[src/rtl/mmap_pkg.sv]
package mmap_pkg;
    typedef enum logic [2:0] {
        TGT_NONE,
        TGT_REG,
        TGT_RAM,
        TGT_ROM,
        TGT_EXT
    } target_e;
endpackage

[src/rtl/mmap_window_match.sv]
module mmap_window_match #(
    parameter int ADDR_W = 16,
    parameter int PAGE_W = 4,
    parameter int SPAN_W = 8
) (
    input  logic [ADDR_W-1:0] addr,
    input  logic [PAGE_W-1:0] page,
    output logic              hit
);
    localparam int GAP_W = ADDR_W - PAGE_W - SPAN_W;

    logic page_eq;
    logic gap_zero;

    always_comb begin
        page_eq  = (addr[ADDR_W-1 -: PAGE_W] == page);
        gap_zero = (addr[SPAN_W +: GAP_W] == '0);
        hit      = page_eq && gap_zero;
    end
endmodule

[src/rtl/mmap_ext_hole.sv]
module mmap_ext_hole #(
    parameter int SPAN_W  = 6,
    parameter int HOLE_LO = 2,
    parameter int HOLE_HI = 7
) (
    input  logic [SPAN_W-1:0] offset,
    input  logic              reg_hit,
    input  logic              expanded,
    output logic              hole
);
    localparam logic [SPAN_W-1:0] LO = SPAN_W'(HOLE_LO);
    localparam logic [SPAN_W-1:0] HI = SPAN_W'(HOLE_HI);

    logic in_range;

    always_comb begin
        in_range = (offset >= LO) && (offset <= HI);
        hole     = reg_hit && expanded && in_range;
    end
endmodule

[src/rtl/mmap_priority.sv]
module mmap_priority
    import mmap_pkg::*;
(
    input  logic reg_hit,
    input  logic ram_hit,
    input  logic rom_hit,
    input  logic hole,
    input  logic expanded,
    output logic sel_rom,
    output logic sel_ram,
    output logic sel_reg,
    output logic sel_ext,
    output logic ext_ignore
);
    target_e tgt;

    always_comb begin
        if (hole)              tgt = TGT_EXT;
        else if (reg_hit)      tgt = TGT_REG;
        else if (ram_hit)      tgt = TGT_RAM;
        else if (rom_hit)      tgt = TGT_ROM;
        else if (expanded)     tgt = TGT_EXT;
        else                   tgt = TGT_NONE;
    end

    always_comb begin
        sel_rom = 1'b0;
        sel_ram = 1'b0;
        sel_reg = 1'b0;
        sel_ext = 1'b0;
        unique case (tgt)
            TGT_REG:  sel_reg = 1'b1;
            TGT_RAM:  sel_ram = 1'b1;
            TGT_ROM:  sel_rom = 1'b1;
            TGT_EXT:  sel_ext = 1'b1;
            default:  ;
        endcase
        ext_ignore = sel_rom | sel_ram | sel_reg;


        one_select_chk: assert ($countones({sel_rom, sel_ram, sel_reg, sel_ext}) <= 1);

        exp_select_chk: assert (!expanded || ($countones({sel_rom, sel_ram, sel_reg, sel_ext}) == 1));

        reg_wins_chk: assert (!(reg_hit && !hole) || (sel_reg && !sel_ram && !sel_rom));

        ram_over_rom_chk: assert (!(ram_hit && rom_hit && !reg_hit) || (sel_ram && !sel_rom));

        hole_ext_chk: assert (!hole || (sel_ext && !ext_ignore));

        ignore_chk: assert (ext_ignore == !(sel_ext || (!expanded && !reg_hit && !ram_hit && !rom_hit)));
    end
endmodule

[src/rtl/mmap_decoder.sv]
module mmap_decoder #(
    parameter int ADDR_W     = 16,
    parameter int PAGE_W     = 4,
    parameter int RAM_SPAN_W = 8,
    parameter int REG_SPAN_W = 6,
    parameter int ROM_START  = 16'hE000,
    parameter int HOLE_LO    = 2,
    parameter int HOLE_HI    = 7
) (
    input  logic [ADDR_W-1:0] addr,
    input  logic [PAGE_W-1:0] ram_page,
    input  logic [PAGE_W-1:0] reg_page,
    input  logic              rom_en,
    input  logic              expanded,
    output logic              sel_rom,
    output logic              sel_ram,
    output logic              sel_reg,
    output logic              sel_ext,
    output logic              ext_ignore
);
    localparam logic [ADDR_W-1:0] ROM_LO = ADDR_W'(ROM_START);

    logic ram_hit;
    logic reg_hit;
    logic rom_hit;
    logic hole;

    mmap_window_match #(
        .ADDR_W (ADDR_W),
        .PAGE_W (PAGE_W),
        .SPAN_W (RAM_SPAN_W)
    ) u_ram_win (
        .addr (addr),
        .page (ram_page),
        .hit  (ram_hit)
    );

    mmap_window_match #(
        .ADDR_W (ADDR_W),
        .PAGE_W (PAGE_W),
        .SPAN_W (REG_SPAN_W)
    ) u_reg_win (
        .addr (addr),
        .page (reg_page),
        .hit  (reg_hit)
    );

    always_comb begin
        rom_hit = rom_en && (addr >= ROM_LO);
    end

    mmap_ext_hole #(
        .SPAN_W  (REG_SPAN_W),
        .HOLE_LO (HOLE_LO),
        .HOLE_HI (HOLE_HI)
    ) u_hole (
        .offset   (addr[REG_SPAN_W-1:0]),
        .reg_hit  (reg_hit),
        .expanded (expanded),
        .hole     (hole)
    );

    mmap_priority u_prio (
        .reg_hit    (reg_hit),
        .ram_hit    (ram_hit),
        .rom_hit    (rom_hit),
        .hole       (hole),
        .expanded   (expanded),
        .sel_rom    (sel_rom),
        .sel_ram    (sel_ram),
        .sel_reg    (sel_reg),
        .sel_ext    (sel_ext),
        .ext_ignore (ext_ignore)
    );
endmodule

[config.mk]
export PLATFORM = sky130hd
export DESIGN_NAME = mmap_decoder
export DESIGN_NICKNAME = d
export VERILOG_FILES = /design/src/rtl/mmap_pkg.sv /design/src/rtl/mmap_window_match.sv /design/src/rtl/mmap_ext_hole.sv /design/src/rtl/mmap_priority.sv /design/src/rtl/mmap_decoder.sv
export SDC_FILE = /design/constraint.sdc
export NUM_CORES = 1
export LEC_CHECK = 0
export ABC_AREA = 1
export BUFFER_PORTS_ARGS = -buffer_cell sky130_fd_sc_hd__buf_2
export CAP_MARGIN = 20
export CORE_AREA = 2 2 39 41
export DETAILED_ROUTE_END_ITERATION = 10
export DIE_AREA = 0 0 41 43
export SETUP_SLACK_MARGIN = 0.15
export SLEW_MARGIN = 10
export SYNTH_ARGS = -nofsm -noshare
export SYNTH_HDL_FRONTEND = slang
export SYNTH_SLANG_ARGS = --single-unit
[constraint.sdc]
create_clock -name vclk -period 0.8
set_input_delay 0.12 -clock vclk [all_inputs]
set_output_delay 0.12 -clock vclk [all_outputs]
set_load 0.02 [all_outputs]
# Word level (Yosys, flattened, before mapping)
# Index checks and enable logic that the tools add are counted.
# totals
out_inout_bits	5
inputBits	26
register_bits	0
word_cells	28
# classes
n_bitwise	2
muxes	9
reduce_logical	8
n_eq_ne	6
n_lt_le_gt_ge	3
# op_table
op	n
$ge 16x16->1 const B	1
$mux 3	5
$eq 4x4->1	2
$eq 3x2->1 const B	2
$ge 6x2->1 const B	1
$le 6x3->1 const B	1
$logic_and 1x1->1	6
$logic_not 6->1	1
$logic_not 4->1	1
$mux 1	4
$eq 3x1->1 const B	1
$eq 3x3->1 const B	1
$or 1x1->1	2

# Longest topological paths before layout
# Gate-level depths: netlist of the first run.
# logic_depth
word_depth	10
ltp_mapped	8
depth_no_buf	8

# Hierarchy
# Synthesis of the first run repeated with hierarchy kept, for this count alone.
# unflattened
hier_cells	70
area_unflattened_um2	287.8
# modules_own_cells
module	instances	area_each_um2	cells_per_inst	seq_area_each_um2
mmap_window_match (u_reg_win)	1	105.1	26	0.0
mmap_window_match (u_ram_win)	1	81.3	18	0.0
mmap_priority	1	52.6	13	0.0
mmap_ext_hole	1	37.5	10	0.0
mmap_decoder	1	11.3	3	0.0

# Least setup slack after synthesis of the first run
# No wires, ideal clock.
# synth_path
path_type	input to output
startpoint	input addr[9]
endpoint	output sel_ram
arrival_ps	817
n_path_buf	0
setup_slack_ps	-137
stages	5
cell_sequence	nor2_1 > nand2_1 > nor2_1 > nand3_2 > nor2_1
# synth_between
elab_chain_cells	8
# synth_rtl
element	line	source
from (decl)	mmap_decoder.sv:10	input logic [ADDR_W-1:0] addr,
$ge 16x16->1	mmap_decoder.sv:49	rom_hit = rom_en && (addr >= ROM_LO);
$logic_and 1x1->1	mmap_decoder.sv:49	
$mux 3	mmap_priority.sv:21	else if (rom_hit) tgt = TGT_ROM;
$mux 3	mmap_priority.sv:20	else if (ram_hit) tgt = TGT_RAM;
$mux 3	mmap_priority.sv:19	else if (reg_hit) tgt = TGT_REG;
$mux 3 (*)	mmap_priority.sv:18	if (hole) tgt = TGT_EXT;
$eq 3x2->1 (*)	mmap_priority.sv:31	unique case (tgt)
$mux 1 (*)	mmap_priority.sv:31	
to (decl)	mmap_decoder.sv:16	output logic sel_ram,
# Mark *: on every way between the ends. The rest lies on a longest branch, timed or not.

# Final worst setup path of the first run
# layout_path
startpoint	input addr[9]
endpoint	output sel_ext
# layout_between
elab_chain_cells	8
# layout_rtl
element	line	source
$ge 16x16->1	mmap_decoder.sv:49	
$logic_and 1x1->1	mmap_decoder.sv:49	
$mux 3	mmap_priority.sv:21	
$mux 3	mmap_priority.sv:20	
$mux 3	mmap_priority.sv:19	
$mux 3 (*)	mmap_priority.sv:18	
$eq 3x3->1 (*)	mmap_priority.sv:31	
$mux 1 (*)	mmap_priority.sv:31	
to (decl)	mmap_decoder.sv:18	output logic sel_ext,
# Marked as above.

==> summary.txt, run 1 <==
Finish
  – Commonest non-fill, non-tap cell in the layout: buf_6
  – Most frequent cells in the layout: 14 x buf_6, 13 x nand2_2, 13 x buf_2
  – Area Overhead vs Synth: 151.3%
  – # nets final: 126
  – Seq_cells: 0
  – Reg area: 0 µm²
  – Ant. Diodes: 0
  – Layout cell share with drive strength beyond 1: 0.7449
  – Filler Cells Inserted: 139
  – Final core utilization: 0.5452
  – Layout clock buffers: 0

GRT
  – Initial antenna violation count: 0
  – Met1 usage: 0.1044
  – First-pass GRT wire length: 1345 µm
  – GRT Max-Usage Layer: met2
  – Overflow left after global routing: 0
  – Routing usage on met3: 0.01047
  – Vias in the first global route: 395
  – Met2 Usage GRT: 0.2031
  – Largest net degree at the start of global routing: 5
  – Global router's overall resource usage: 0.09990

Timing
  – Final setup fails: 5
  – Relative slew slack: 0.8776
  – Final Max Slew Viols: 0
  – Min Tclk post-route: 1.068 ns
  – Worst slew pin tran: 0.1827 ns
  – Max Fclk: 0.9364 GHz
  – Fin crit share: 1.335
  – RSZ-0062 raised after global routing: true
  – Final worst slack: -0.2680 ns
  – Final count of hold timing violations: 0

Routing
  – Final wirelength: 917 µm
  – WL/cell: approximately 8.0 µm
  – Via count: about 480
  – Antenna-violating nets left: 0
  – 1st-pass router iterations: 2
  – Remaining DRCs: 0
  – Drt via density: 4.175
  – Iter 0 DRT Violations: 1

Power and ir drop
  – VDD IR max: 0.1698 mV
  – Lkg Pwr: 0.4369 nW
  – Sequential power share: 0
  – Switching pwr: 0.1445 mW
  – Pwr dens: 406.7 nW/µm²
  – Power share of the clock group: 0
  – Total Power: between 0.3 and 0.4 mW
  – Internal power: 0.1623 mW
  – Comb pwr share: 1.000
  – Switching Share: 0.4710

Yosys
  – Synth top area share: 0.3250
  – Mapped Cells: 66
  – Adder-cell share of the synthesized area: 0
  – Post-Synth Simple-Gate Area: 0.7417
  – Synth Warn #: 0
  – Combinational family with the most area after synthesis: simple AND/OR/NAND/NOR gates
  – Unique cell type count in the Yosys netlist: 13
  – Synth Area in XOR/XNOR: 0.02917
  – Leading area contributor after synthesis: nand2_1
  – Synthesized cell area: 300.3 µm²
  – Post-Syn Nets: 92
  – Synth area leaders: nand2_1 32%, inv_1 16%, nor2_1 11%, nand3_2 6.7%, nor2_2 6.3%
  – Compound-gate portion of the synthesized area: 0
  – Syn Area/Cell: 4.550 µm²
  – Sequential fraction of the synthesis area: 0
  – Post-synthesis mux area share: 0

Clock network
  – Post-CTS setup buffer count: 0
  – Hold_buf cts: 0

Worst hold path
  – Min-delay src: expanded
  – Hold Path Stages: 6
  – Hold EP: sel_ext
  – Hold Path Class: in -> out

Floorplan
  – Die Y-Extent: 43 µm
  – Initial Utilization: 0.2170
  – Chip width: 41 µm
  – Ports: 31
  – Die ar.: 1763 µm²
  – # rows: 14
  – Core Region: 1384 µm²

Place
  – RePlAce Congestion: roughly 0.7
  – Post-DP HPWL: about 690 µm
  – Setup WS pre-CTS: -0.3414 ns
  – Port Buffers: 30

Worst setup path
  – Req. time, crit path: approximately 0.7 ns
  – Arr. time, crit path: 0.95 ns
  – Crit path capture type: output port
  – Kind of critical path: in -> out
  – CP startpoint kind: input pin
  – Max Fanout on Critical Path: 4

Run
  – Maxcap violations: 0

Status
  – Status: finished, violations left
  – Failing checks: negative setup slack
==> what timing repair did <==
action,in CTS,in global routing
pin swaps,13,23
gates cloned,0,0
resized for setup,16,43
endpoints found under the setup margin,5,5
==> synthesized netlist by cell type (all sizes together) <==
cell and instances:
clkinv 1, inv 17, nand2 29, nand3 3, nand4 2, nor2 13
xnor2 1
==> worst max-delay path by stage <==
stage | start | end | slack (ns) | depth (start not counted)
after detailed placement | addr[11] | ext_ignore | -0.34 | 9
after global placement | addr[11] | ext_ignore | -0.34 | 9
after floorplan | addr[11] | ext_ignore | -0.04 | 7
final | addr[9] | sel_ext | -0.27 | 9
after global routing | ram_page[1] | ext_ignore | -0.33 | 10
after CTS | addr[8] | ext_ignore | -0.29 | 9
==> routing by layer <==
layer / part of all wire / wire, µm / up-vias
met5: 0 / 0 / -
met4: 0 / 0 / 0
met3: 0.081 / 74 / 0
met2: 0.59 / 544 / 17
met1: 0.32 / 298 / 204
li1: - / - / 255
==> worst max-delay path: stages <==
cell      delay (ns)
buf_6           0.10
nor2_4          0.12
nand2_4         0.08
nor2_4          0.11
nand3_4         0.10
clkinv_4        0.10
nand2_4         0.05
nand2_2         0.06
buf_6           0.11
==> metrics by stage <==
| stage | instances | TNS (ns) | hold WS (ns) | area (µm²) |
|---|---|---|---|---|
| 2_1_floorplan | 66 | -0.1462 | 0.4587 | 349.1 |
| 3_3_place_gp | 114 | -1.407 | 0.6944 | 534.3 |
| 3_5_place_dp | 114 | -1.412 | 0.6965 | 534.3 |
| 4_1_cts | 114 | -1.272 | 0.6755 | 599.3 |
| 5_1_grt | 114 | -1.480 | 0.7002 | 754.5 |
| 6_report | 114 | -1.209 | 0.6611 | 754.5 |
==> power by group through the flow <==
stage / sequential [mW] / combinational (mW) / clock, mW
2_1_floorplan: 0 / 0.104 / 0
3_3_place_gp: 0 / 0.201 / 0
3_5_place_dp: 0 / 0.203 / 0
4_1_cts: 0 / 0.227 / 0
5_1_grt: 0 / 0.335 / 0
6_report: 0 / 0.307 / 0
==> kinds of logic (layout without fill, tap and decap cells) <==
group         after synthesis  in the layout
simple gates               47             47
buf+inv                    18             50
xor+xnor                    1              1
==> area by class of cell <==
| cell class | instances | area (µm²) | share of cell area |
|---|---|---|---|
| multi-input combinational | 48 | 376.6 | 0.4992 |
| tap | 16 | 20.02 | 0.02653 |
| timing repair buffer | 32 | 275.3 | 0.3648 |
| inverter | 18 | 82.58 | 0.1095 |
No activity file was read; power rests on OpenSTA's default activity.
==> run 2: changes to the inputs <==
--- a/config.mk
+++ b/config.mk
@@ -9,7 +9,7 @@
 export BUFFER_PORTS_ARGS = -buffer_cell sky130_fd_sc_hd__buf_2
 export CAP_MARGIN = 20
-export CORE_AREA = 2 2 39 41
+export CORE_AREA = 3 3 40 42
 export DETAILED_ROUTE_END_ITERATION = 10
-export DIE_AREA = 0 0 41 43
+export DIE_AREA = 0 0 43 45
 export SETUP_SLACK_MARGIN = 0.15
 export SLEW_MARGIN = 10
==> constraint.sdc (replaced) <==
create_clock -name vclk -period 0.8
set_input_delay 0.08 -clock vclk [all_inputs]
set_output_delay 0.08 -clock vclk [all_outputs]
set_load 0.02 [all_outputs]
==> summary.txt, run 2 (synthesized netlist as in run 1, its figures left out) <==
Timing
  – Final worst slack: -0.1875 ns
  – Relative slew slack: 0.8686
  – Final count of hold timing violations: 0
  – Fin crit share: 1.234
  – Setup tns final: -0.7918 ns
  – Min Tclk post-route: slightly below 1 ns
  – Final Max Slew Viols: 0
  – Max Fclk: 1.013 GHz
  – Worst slew pin tran: 0.1962 ns
  – RSZ-0062 raised after global routing: true
  – Final setup fails: 5

Routing
  – Final wirelength: a little over 900 µm
  – Remaining DRCs: 0
  – Drt via density: 3.957
  – 1st-pass router iterations: 1
  – Iter 0 DRT Violations: 0
  – Antenna-violating nets left: 0
  – Via count: 455
  – WL/cell: 8.078 µm

Finish
  – Layout clock buffers: 0
  – Layout cell share with drive strength beyond 1: 0.7000
  – Most frequent cells in the layout: 15 x buf_2, 14 x nand2_1, 13 x buf_6
  – Reg area: 0 µm²
  – Final core utilization: 0.5540
  – Seq_cells: 0
  – Commonest non-fill, non-tap cell in the layout: buf_2
  – Design area: 711.9 µm²
  – # nets final: roughly 130
  – Area Overhead vs Synth: 137.1%
  – Ant. Diodes: 0

GRT
  – Overflow left after global routing: 0
  – First-pass GRT wire length: 1428 µm
  – Initial antenna violation count: 0
  – Largest net degree at the start of global routing: 5
  – Global router's overall resource usage: 0.08872
  – Vias in the first global route: 378

Place
  – Cell Area, Placed: 540.5 µm²
  – Setup WS pre-CTS: -0.2707 ns
  – Post-DP HPWL: 823.3 µm
  – RePlAce Congestion: 0.6475
  – Port Buffers: 30

Power and ir drop
  – Total Power: 0.2902 mW
  – Pwr dens: between 400 and 500 nW/µm²
  – VDD IR max: around 0.2 mV
  – Lkg Pwr: 0.4151 nW

Worst setup path
  – Crit path capture type: output port
  – Arr. time, crit path: 0.91 ns
  – Req. time, crit path: 0.72 ns
  – Kind of critical path: in -> out
  – CP startpoint kind: input pin
  – Max Fanout on Critical Path: 4
  – CP startpoint: addr[11]

Floorplan
  – Die ar.: roughly 1900 µm²
  – Core Region: between 1000 and 1500 µm²
  – Die Y-Extent: 45 µm
  – Initial Utilization: 0.2337
  – Ports: 31
  – Chip width: 43 µm
  – # rows: 13

Status
  – Status: finished, violations left
  – Failing checks: negative setup slack

Worst hold path
  – Hold Path Class: in -> out
  – Min-delay src: expanded

Run
  – Maxcap violations: 0
[run 2: power by group]
| part | internal [mW] | total (mW) | switching, mW | leakage [nW] |
|---|---|---|---|---|
| logic | 0.152 | 0.290 | 0.138 | 0.415 |
| clock network | 0 | 0 | 0 | 0 |
| registers | 0 | 0 | 0 | 0 |
| total | 0.152 | 0.290 | 0.138 | 0.415 |
[run 2: final timing paths]
kind                   to  depth (start not counted)
setup / recovery  sel_ext                          9
hold / removal    sel_ext                          6
[run 2: metal layers]
layer | vias to the layer above | global-route usage | wire length [µm]
met2 | 13 | 0.1737 | 535
met4 | 0 | 0 | 0
met3 | 0 | 0 | 58
met5 | - | 0 | 0
met1 | 184 | 0.1167 | 336
li1 | 258 | - | -
[run 2: worst max-delay path: stages]
cell,delay (ns)
buf_6,0.10
nor2_4,0.12
nand2_4,0.08
nor2_4,0.12
nand3_4,0.09
clkinv_4,0.09
nand2_2,0.05
nand2_2,0.06
buf_6,0.11
[run 2: area by class of cell]
| type | count | area [µm²] |
|---|---|---|
| Fill cell | 131 | 573.1 |
| Inverter | 18 | 75.07 |
| Multi-Input combinational cell | 48 | 351.6 |
| Tap cell | 15 | 18.77 |
| Timing Repair Buffer | 34 | 266.5 |
[run 2: metrics by stage]
step | std cells | hold WS (ns)
floorplan | 66 | 0.3787
global placement | 114 | 0.6319
detailed placement | 114 | 0.6295
CTS | 114 | 0.6182
global route | 115 | 0.6349
finish | 115 | 0.5949
[run 2: what timing repair did]
action | CTS | global route
endpoints found under the setup margin | 5 | 5
buffers inserted | 0 | 1
resized for setup | 19 | 24
hold buffers | 0 | 0
pin swaps | 15 | 18
==> run 3: changes to the inputs <==
BUFFER_PORTS_ARGS = -buffer_cell sky130_fd_sc_hd__buf_4   (was -buffer_cell sky130_fd_sc_hd__buf_2)
PLACE_DENSITY_LB_ADDON = 0.1   (was not set)
==> summary.txt, run 3 (synthesized netlist as in run 1, its figures left out) <==
Power and ir drop
  – Total Power: between 0.2 and 0.3 mW
  – Switching Share: 0.4304
  – Pwr dens: 397.8 nW/µm²
  – Lkg Pwr: 0.4013 nW
  – Comb pwr share: 1.000
  – Sequential power share: 0
  – Power share of the clock group: 0
  – Internal power: roughly 0.16 mW
  – VDD IR max: between 0.15 and 0.2 mV
  – Switching pwr: 0.1174 mW

Floorplan
  – Chip width: 43 µm
  – Core Region: 1285 µm²
  – Die ar.: approximately 1900 µm²
  – Die Y-Extent: 45 µm
  – # rows: 13
  – Ports: 31
  – Initial Utilization: 0.2337

Routing
  – Drt via density: 4.035
  – WL/cell: 7.726 µm
  – WL met3: 86 µm
  – Wl on met1: 310 µm
  – Final wirelength: 873 µm
  – Met2 WL: roughly 480 µm
  – Remaining DRCs: 0
  – Uppermost routed layer: met3
  – Antenna-violating nets left: 0
  – 1st-pass router iterations: 2
  – Via count: about 460
  – Iter 0 DRT Violations: 9

Status
  – Status: finished, violations left
  – Failing checks: negative setup slack

Place
  – Port Buffers: 30
  – Cell Area, Placed: 608.1 µm²
  – Post-DP HPWL: 758.1 µm
  – RePlAce Congestion: about 0.67

Timing
  – Final count of hold timing violations: 0
  – Relative slew slack: 0.8859
  – Fin crit share: 1.199
  – Worst slew pin tran: between 0.15 and 0.2 ns
  – Final Max Slew Viols: 0
  – Final setup fails: 5
  – RSZ-0062 raised after global routing: true
  – Min Tclk post-route: 0.9596 ns
  – Final worst slack: -0.1596 ns
  – Max Fclk: 1.042 GHz

Worst setup path
  – Most common cell on crit path: nand2_2
  – Crit path capture type: output port
  – Crit-path cells: buf_4, nand2_1, nand2_2, nor2_2, nand3_2, nand2_2, nand2_2, nand2_4, buf_6
  – Req. time, crit path: 0.72 ns
  – Max Fanout on Critical Path: 4
  – Arr. time, crit path: 0.88 ns
  – CP delay by family, top: simple AND/OR/NAND/NOR gates
  – Critical path's slowest cell: buf_4
  – Kind of critical path: in -> out
  – CP startpoint kind: input pin
  – WP buf/inv: 2
  – Slowest cell delay on critical path: around 0.13 ns

Finish
  – Commonest non-fill, non-tap cell in the layout: buf_4
  – Ant. Diodes: 0
  – Most frequent cells in the layout: 20 x buf_4, 16 x nand2_1, 12 x inv_1, 12 x buf_6, 10 x nand2_2
  – Layout clock buffers: 0
  – Seq_cells: 0
  – Area Overhead vs Synth: 128.3%
  – Layout cell share with drive strength beyond 1: 0.6327
  – Design area: 685.7 µm²
  – Reg area: 0 µm²
  – # nets final: 126

GRT
  – Global router's overall resource usage: 0.08955
  – Largest net degree at the start of global routing: 5
  – Overflow left after global routing: 0
  – Vias in the first global route: 403
  – Initial antenna violation count: 0
  – First-pass GRT wire length: 1442 µm

Run
  – Maxcap violations: 0

Clock network
  – Post-CTS setup buffer count: 0
  – Hold_buf cts: 0

Worst hold path
  – Hold Path Class: in -> out
==> run 3: cell count changes in the layout (fill, tap and decap cells not counted), moves of 2 or more <==
cell and change:
buf_2 -15, buf_4 +14, nor2_4 -3, nand2_1 +2
nor2_1 +2
==> run 3: power groups by stage <==
stage	clock, mW	combinational (mW)	sequential [mW]
global placement	0	0.241	0
floorplan	0	0.104	0
finish	0	0.273	0
CTS	0	0.270	0
global route	0	0.301	0
detailed placement	0	0.243	0
==> run 3: final cells by class <==
type | instances | area, µm²
fillers | 139 | 599.3
multi-input cells | 48 | 306.5
repair buffers | 32 | 285.3
inverters | 18 | 75.07
well taps | 15 | 18.77
==> run 3: through the flow <==
step / setup slack (ns) / setup TNS (ns) / hold slack (ns) / util / cells
3_5_place_dp: -0.2325 / -0.9163 / 0.6178 / 0.4732 / 113
2_1_floorplan: 0.03579 / 0 / 0.3787 / - / 66
4_1_cts: -0.2009 / -0.8011 / 0.5884 / 0.5239 / 113
6_report: -0.1596 / -0.6959 / 0.5993 / 0.5336 / 113
5_1_grt: -0.2528 / -1.102 / 0.6305 / 0.5336 / 113
3_3_place_gp: -0.2187 / -0.9055 / 0.6137 / 0.4732 / 113
==> run 3: worst paths after layout <==
check | from | to | slack (ns) | cells after the start
max | addr[15] | ext_ignore | -0.16 | 9
min | ram_page[2] | sel_ram | 0.60 | 5
==> run 3: what timing repair did <==
item	4_1_cts	5_1_grt
resized for setup	19	4
cloned	0	0
pin swaps	13	5
setup endpoints to repair	5	5
hold endpoints to repair	0	0
==> run 3: metal layers <==
| metal | global-route usage | vias up |
|---|---|---|
| met3 | 0.01195 | 0 |
| met4 | 0 | 0 |
| li1 | - | 253 |
| met2 | 0.1707 | 14 |
| met5 | 0 | - |
| met1 | 0.1143 | 189 |
